===== config.mk =====
export PLATFORM = sky130hd
export DESIGN_NAME = pm_ctrl_gen
export DESIGN_NICKNAME = d
export VERILOG_FILES = /design/src/rtl/pm_ctrl_pkg.sv /design/src/rtl/pm_sync2.sv /design/src/rtl/pm_phase_timer.sv /design/src/rtl/pm_sw_pulse.sv /design/src/rtl/pm_ctrl_gen.sv
export SDC_FILE = /design/constraint.sdc
export NUM_CORES = 1
export LEC_CHECK = 0
export BUFFER_PORTS_ARGS = -buffer_cell sky130_fd_sc_hd__buf_2
export CAP_MARGIN = 10
export CORE_MARGIN = 1.5
export CORE_UTILIZATION = 40
export CTS_CLUSTER_SIZE = 8
export DETAILED_ROUTE_END_ITERATION = 10
export SLEW_MARGIN = 10
export SYNTH_ARGS = -nofsm -noshare
export SYNTH_HDL_FRONTEND = slang
export SYNTH_SLANG_ARGS = --single-unit

===== constraint.sdc =====
create_clock -name clk_i -period 4.1 [get_ports clk_i]
set_input_delay 0.82 -clock clk_i [delete_from_list [all_inputs] [get_ports clk_i]]
set_output_delay 0.82 -clock clk_i [all_outputs]
set_load 0.02 [all_outputs]

===== src/rtl/pm_ctrl_pkg.sv =====
package pm_ctrl_pkg;
  typedef enum logic [1:0] {
    MODE_EXT_A = 2'b00,
    MODE_TIMER = 2'b01,
    MODE_EXT_B = 2'b10,
    MODE_SOFT  = 2'b11
  } pm_mode_e;

  typedef enum logic [1:0] {
    TMR_IDLE = 2'd0,
    TMR_HIGH = 2'd1,
    TMR_LOW  = 2'd2
  } tmr_state_e;
endpackage


===== src/rtl/pm_sync2.sv =====
module pm_sync2 #(
  parameter int STAGES = 2
) (
  input  logic clk_i,
  input  logic rst_ni,
  input  logic d_i,
  output logic q_o
);
  logic [STAGES-1:0] chain_q;

  always_ff @(posedge clk_i or negedge rst_ni) begin
    if (!rst_ni) chain_q <= '0;
    else         chain_q <= {chain_q[STAGES-2:0], d_i};
  end

  assign q_o = chain_q[STAGES-1];
endmodule


===== src/rtl/pm_phase_timer.sv =====
module pm_phase_timer
  import pm_ctrl_pkg::*;
#(
  parameter int CNT_W = 24
) (
  input  logic             clk_i,
  input  logic             rst_ni,
  input  logic             clear_i,
  input  logic             en_i,
  input  logic             restart_i,
  input  logic [CNT_W-1:0] high_cnt_i,
  input  logic [CNT_W-1:0] low_cnt_i,
  output logic             level_o
);
  tmr_state_e       state_q;
  logic [CNT_W-1:0] rem_q;
  logic [CNT_W-1:0] high_eff, low_eff;

  // zero count behaves as a one-cycle phase
  assign high_eff = (high_cnt_i == '0) ? CNT_W'(1) : high_cnt_i;
  assign low_eff  = (low_cnt_i  == '0) ? CNT_W'(1) : low_cnt_i;

  always_ff @(posedge clk_i or negedge rst_ni) begin
    if (!rst_ni) begin
      state_q <= TMR_IDLE;
      rem_q   <= '0;
    end else if (clear_i || !en_i) begin
      state_q <= TMR_IDLE;
      rem_q   <= '0;
    end else if (restart_i) begin
      state_q <= TMR_HIGH;
      rem_q   <= high_eff - CNT_W'(1);
    end else begin
      unique case (state_q)
        TMR_HIGH: begin
          if (rem_q == '0) begin
            state_q <= TMR_LOW;
            rem_q   <= low_eff - CNT_W'(1);
          end else begin
            rem_q <= rem_q - CNT_W'(1);
          end
        end
        TMR_LOW: begin
          if (rem_q == '0) begin
            state_q <= TMR_HIGH;
            rem_q   <= high_eff - CNT_W'(1);
          end else begin
            rem_q <= rem_q - CNT_W'(1);
          end
        end
        default: begin
          state_q <= TMR_IDLE;
          rem_q   <= '0;
        end
      endcase
    end
  end

  assign level_o = (state_q == TMR_HIGH);

  a_r4_restart_enters_high: assert property (@(posedge clk_i) disable iff (!rst_ni)
    (en_i && !clear_i && restart_i) |=> (state_q == TMR_HIGH));

  a_r5_high_expires_to_low: assert property (@(posedge clk_i) disable iff (!rst_ni)
    (en_i && !clear_i && !restart_i && state_q == TMR_HIGH && rem_q == '0)
      |=> (state_q == TMR_LOW));

  a_r7_idle_holds: assert property (@(posedge clk_i) disable iff (!rst_ni)
    (state_q == TMR_IDLE && !restart_i) |=> (state_q == TMR_IDLE));
endmodule


===== src/rtl/pm_sw_pulse.sv =====
module pm_sw_pulse #(
  parameter int HI_CYC = 100,
  parameter int LO_CYC = 100
) (
  input  logic clk_i,
  input  logic rst_ni,
  input  logic clear_i,
  input  logic start_i,
  output logic pulse_o
);
  localparam int TOTAL = HI_CYC + LO_CYC;
  localparam int CW    = $clog2(TOTAL);
  localparam logic [CW-1:0] LAST   = CW'(TOTAL - 1);
  localparam logic [CW-1:0] HI_END = CW'(HI_CYC);

  logic          busy_q;
  logic [CW-1:0] cnt_q;

  always_ff @(posedge clk_i or negedge rst_ni) begin
    if (!rst_ni) begin
      busy_q <= 1'b0;
      cnt_q  <= '0;
    end else if (clear_i) begin
      busy_q <= 1'b0;
      cnt_q  <= '0;
    end else if (!busy_q) begin
      if (start_i) begin
        busy_q <= 1'b1;
        cnt_q  <= '0;
      end
    end else if (cnt_q == LAST) begin
      busy_q <= 1'b0;
      cnt_q  <= '0;
    end else begin
      cnt_q <= cnt_q + CW'(1);
    end
  end

  assign pulse_o = busy_q && (cnt_q < HI_END);

  a_r9_busy_ignores_start: assert property (@(posedge clk_i) disable iff (!rst_ni)
    (busy_q && start_i && !clear_i && cnt_q != LAST)
      |=> (busy_q && cnt_q == $past(cnt_q) + CW'(1)));

  a_r8_window_closes: assert property (@(posedge clk_i) disable iff (!rst_ni)
    (busy_q && cnt_q == LAST) |=> !pulse_o);
endmodule


===== src/rtl/pm_ctrl_gen.sv =====
module pm_ctrl_gen
  import pm_ctrl_pkg::*;
#(
  parameter int CNT_W    = 24,
  parameter int SYNC_LEN = 2,
  parameter int PULSE_HI = 100,
  parameter int PULSE_LO = 100
) (
  input  logic             clk_i,
  input  logic             rst_ni,
  input  logic [1:0]       mode_i,
  input  logic             rst_bit_we_i,
  input  logic [CNT_W-1:0] high_cnt_i,
  input  logic [CNT_W-1:0] low_cnt_i,
  input  logic             ext_pm_i,
  output logic             pm_ctrl_o,
  output logic             pin_o,
  output logic             pin_oe_o
);
  pm_mode_e mode_cur, mode_q;
  logic     mode_chg;
  logic     ext_sync, tmr_level, sw_level;
  logic     tmr_en, tmr_restart, sw_start;
  logic     pm_ctrl_q, pm_ctrl_d;

  assign mode_cur    = pm_mode_e'(mode_i);
  assign mode_chg    = (mode_cur != mode_q);
  assign tmr_en      = (mode_cur == MODE_TIMER);
  assign tmr_restart = tmr_en && rst_bit_we_i;
  assign sw_start    = (mode_cur == MODE_SOFT) && rst_bit_we_i;

  pm_sync2 #(.STAGES(SYNC_LEN)) u_sync (
    .clk_i (clk_i),
    .rst_ni(rst_ni),
    .d_i   (ext_pm_i),
    .q_o   (ext_sync)
  );

  pm_phase_timer #(.CNT_W(CNT_W)) u_timer (
    .clk_i     (clk_i),
    .rst_ni    (rst_ni),
    .clear_i   (mode_chg),
    .en_i      (tmr_en),
    .restart_i (tmr_restart),
    .high_cnt_i(high_cnt_i),
    .low_cnt_i (low_cnt_i),
    .level_o   (tmr_level)
  );

  pm_sw_pulse #(.HI_CYC(PULSE_HI), .LO_CYC(PULSE_LO)) u_pulse (
    .clk_i  (clk_i),
    .rst_ni (rst_ni),
    .clear_i(mode_chg),
    .start_i(sw_start),
    .pulse_o(sw_level)
  );

  always_comb begin
    unique case (mode_cur)
      MODE_TIMER: pm_ctrl_d = tmr_level;
      MODE_SOFT:  pm_ctrl_d = sw_level;
      default:    pm_ctrl_d = ext_sync;
    endcase
    if (mode_chg) pm_ctrl_d = 1'b0;
  end

  always_ff @(posedge clk_i or negedge rst_ni) begin
    if (!rst_ni) begin
      mode_q    <= MODE_EXT_A;
      pm_ctrl_q <= 1'b0;
    end else begin
      mode_q    <= mode_cur;
      pm_ctrl_q <= pm_ctrl_d;
    end
  end

  assign pm_ctrl_o = pm_ctrl_q;
  assign pin_oe_o  = mode_i[0];
  assign pin_o     = mode_i[0] ? pm_ctrl_q : 1'b0;

  a_r10_mode_change_low: assert property (@(posedge clk_i) disable iff (!rst_ni)
    mode_chg |=> !pm_ctrl_o);

  a_r2_ext_follows_sync: assert property (@(posedge clk_i) disable iff (!rst_ni)
    (!mode_i[0] && !mode_chg) |=> (pm_ctrl_o == $past(ext_sync)));

  a_r3_timer_drives_out: assert property (@(posedge clk_i) disable iff (!rst_ni)
    (mode_cur == MODE_TIMER && !mode_chg) |=> (pm_ctrl_o == $past(tmr_level)));

  a_r2_pin_released: assert property (@(posedge clk_i) disable iff (!rst_ni)
    !pin_oe_o |-> !pin_o);
endmodule


==> flow_summary_export.csv <==
group,metric,value,unit
placement,io_buffers,56,
synth,ys_types,60,
sta,slew_violations,0,
routing,postRouteAntennaNets,0,
clock_network,h-tree-depth,2,
sta,period_needed,3.30,ns
min_path,min-delay-path-class,"reg2reg",
floorplan,core,8810,sq um
placement,placedCellCount,620,
synth,post-synth-top-area-cell,"dfrtp_1",
pwr,ir_drop,0.122,mV
sta,max_slew_margin,0.379,
cells_and_area,syn2layout_area_growth,14.4,%
pwr,combPwrFrac,0.215,
synth,synth_area_leaders,"dfrtp_1 (27%), xor2_1 (8.4%), xnor2_1 (5.3%)",
routing,wire_per_inst,17.7,microns
global_route,grt-ovfl-total,0,
routing,wl_met2,5.18,mm
worst_setup_path,worstSetupPathType,"in2reg",
global_route,grt_usage,0.231,
worst_setup_path,worstPathArrival,3.47,ns
synth,synth_commonest_cells,"nand2_1 (48), nor2_1 (44), dfrtp_1 (40), o21ai_0 (38), xor2_1 (35)",
sta,rsz0062_at_grt,"no",
sta,skew,0.00412,ns
clock_network,hold_buffers,0,
pwr,power_leakage,1.74,nW
pwr,p_sw_frac,0.289,
placement,dp_slack,0.522,ns
worst_setup_path,cp_max_fo,5,
synth,async_reset_ff_frac,1.00,
sta,finalHoldViolCount,0,
sta,tns,0,ns
floorplan,dieArea,9730,sq um
synth,synth.most_common_cell,"nand2_1",
global_route,antenna_found_initial,0,
worst_setup_path,worst_path_most_repeated_cell,"nor2_1",
global_route,grt_pass1_wl,17.9,mm
placement,hpwl,8.84,mm
cells_and_area,fin_area,4190,sq um
clock_network,postCtsSetupBuffers,0,
clock_network,cts_tree,"done",
routing,drc,0,
sta,min_period_over_period,0.804,
routing,top_layer_used,"met4",
pwr,clkPwrFrac,0.383,
worst_setup_path,critPathCaptureType,"register",
clock_network,cts_root_buf,"clkbuf_8",
sta,setup_slack,0.803,ns
worst_setup_path,cpPeakStageDelay,0.49,ns
global_route,grt_max_degree,41,
cells_and_area,stdcell_count,627,
clock_network,cts_sinks,40,
worst_setup_path,cpMaxStageDelayCell,"or4b_1",
floorplan,die_h,98.7,microns
synth,syn_nets,528,
floorplan,rows,34,
floorplan,fp.dieW,98.7,microns
clock_network,cts_buffers,5,
synth,synth-warning-count,0,
routing,wl_met3,734,microns
placement,placed_area,4060,sq um
synth,synthesis.instances,466,
synth,synth_ff_type,"dfrtp_1",
sta,fmax,0.303,GHz
placement,gp_congestion,0.843,
floorplan,ios,57,
pwr,switchingPower,0.000290,W
pwr,power_density,240,nW/um^2
routing,wl_met1,5.01,mm
clock_network,clk_pin_slew_worst_paths,0.08,ns
routing,drt_iter0_markers,252,
status,outcome,"completed",
worst_setup_path,worstPathRequired,4.27,ns
worst_setup_path,worstSetupStartpointType,"input port",
clock_network,cts_resized,0,
synth,synth-seq-area-share,0.274,
clock_network,clk_latency,0.29,ns
worst_setup_path,crit_chain,"buf_2 > nor4_1 > nand4_1 > nor2_1 > nor2_1 > ha_1 > or4b_1 > or2_1 > or4_1 > xor2_1 > nand2_1 > a22oi_1 > o21ai_0",
routing,vias,3749,
cells_and_area,final_nets,581,
clock_network,clockBufferDepth,2,
floorplan,start_util,0.416,
global_route,grt_pass1_vias,3560,
synth,synth_seq_cells,40,
routing,drtPass1Iterations,5,
synth,syn_area_per_cell,7.85,sq um
sta,setup_viol_count_final,0,
pwr,pwr-share-seq,0.402,
synth,netlist_area,3660,sq um
job,maxCapViolCount,0,
synth,synth_top_area_frac,0.274,
synth,synth-edff-count,0,
cells_and_area,drive_gt1_frac,0.168,
routing,routed_via_density,5.98,
routing,routed_wl,11.1,mm
sta,tightestPinTransition,0.931,ns
pwr,p_int,0.000714,W
cells_and_area,diodes,0,
-- power groups by stage --
| stage | sequential, W | combinational, W | clock, W |
|---|---|---|---|
| after global placement | 0.000411 | 0.000212 | 0 |
| after detailed placement | 0.000411 | 0.000212 | 0 |
| after global routing | 0.000404 | 0.000237 | 0.000405 |
| after floorplan | 0.000411 | 0.000118 | 0 |
| final | 0.000403 | 0.000216 | 0.000385 |
| after CTS | 0.000403 | 0.000213 | 0.000392 |
-- critical path, delay by kind of cell --
kind	cells	cell delay (ns)
and+or+nand+nor	8	1.78
adders and majority gates	1	0.24
AOI/OAI and AO/OA	2	0.26
xor gates and xnor gates	1	0.22
buffers and inverters	1	0.14
-- state kept, by name, indices dropped and copies added, names as in the netlist --
name	count
u_timer.state_q	2
u_timer.rem_q	24
u_pulse.busy_q	1
pm_ctrl_o	1
mode_q	2
u_sync.chain_q	2
u_pulse.cnt_q	8
-- cells in the final DEF (no fill, tap or decap), types with 3 or more instances in the layout --
cell and count:
a21oi_1 20, a221oi_1 4, a22oi_1 9, a31oi_1 7, a32o_1 4, and3_1 5
buf_2 56, buf_4 8, clkbuf_8 5, dfrtp_1 40, ha_1 8, inv_1 12
mux2i_1 3, nand2_1 48, nand2b_1 6, nand3_1 17, nand4_1 5, nand4b_1 5
nor2_1 44, nor3_1 25, nor3b_1 3, nor4_1 19, nor4_2 3, o211ai_1 3
o21ai_0 38, o221ai_1 3, o31ai_1 5, or2_2 4, or3_1 7, or4_1 7
xnor2_1 22, xor2_1 35
-- final cells by class --
class	count	area, sq um
Clock inverter	2	60.1
Timing Repair Buffer	64	340
Tap cell	108	135
Fill cell	890	4620
Multi-Input combinational cell	396	2540
Inverter	12	45.0
Clock buffer	5	68.8
Sequential cell	40	1000
-- layer usage --
metal  vias to the layer above  GRT usage
met5                         -          0
met4                         0     0.0758
met3                        13     0.0319
met2                       153      0.379
met1                      1751      0.316
li1                       1832          -
-- through the flow --
| stage | total power, W | util | hold WS, ns |
|---|---|---|---|
| 6_report | 0.00100 | 0.476 | 0.356 |
| 3_3_place_gp | 0.000622 | 0.461 | 0.333 |
| 2_1_floorplan | 0.000528 | - | 0.331 |
| 4_1_cts | 0.00101 | 0.476 | 0.361 |
| 3_5_place_dp | 0.000623 | 0.461 | 0.342 |
| 5_1_grt | 0.00105 | 0.476 | 0.364 |
-- cells by family after synthesis --
kind of cell | count (synthesis) | synth area share
compound gates | 113 | 0.203
xor+xnor | 57 | 0.136
fa+ha+maj | 8 | 0.0274
buf+inv | 30 | 0.0332
flops | 40 | 0.274
mux | 3 | 0.00821
simple gates | 215 | 0.318
-- worst paths after layout --
kind | slack, ns | start | cells past startpoint | to
max | 0.80 | high_cnt_i[15] | 13 | u_timer.rem_q[12]
min | 0.36 | u_sync.chain_q[0] | 0 | u_sync.chain_q[1]
max reg2reg | 1.35 | u_timer.rem_q[6] | 6 | u_timer.rem_q[17]
min reg2reg | 0.36 | u_sync.chain_q[0] | 0 | u_sync.chain_q[1]
max in group asynchronous | 2.87 | rst_ni | 1 | u_timer.rem_q[3]
min in group asynchronous | 0.65 | rst_ni | 1 | u_timer.rem_q[18]
Note: power is estimated with default switching activity, not from simulation.
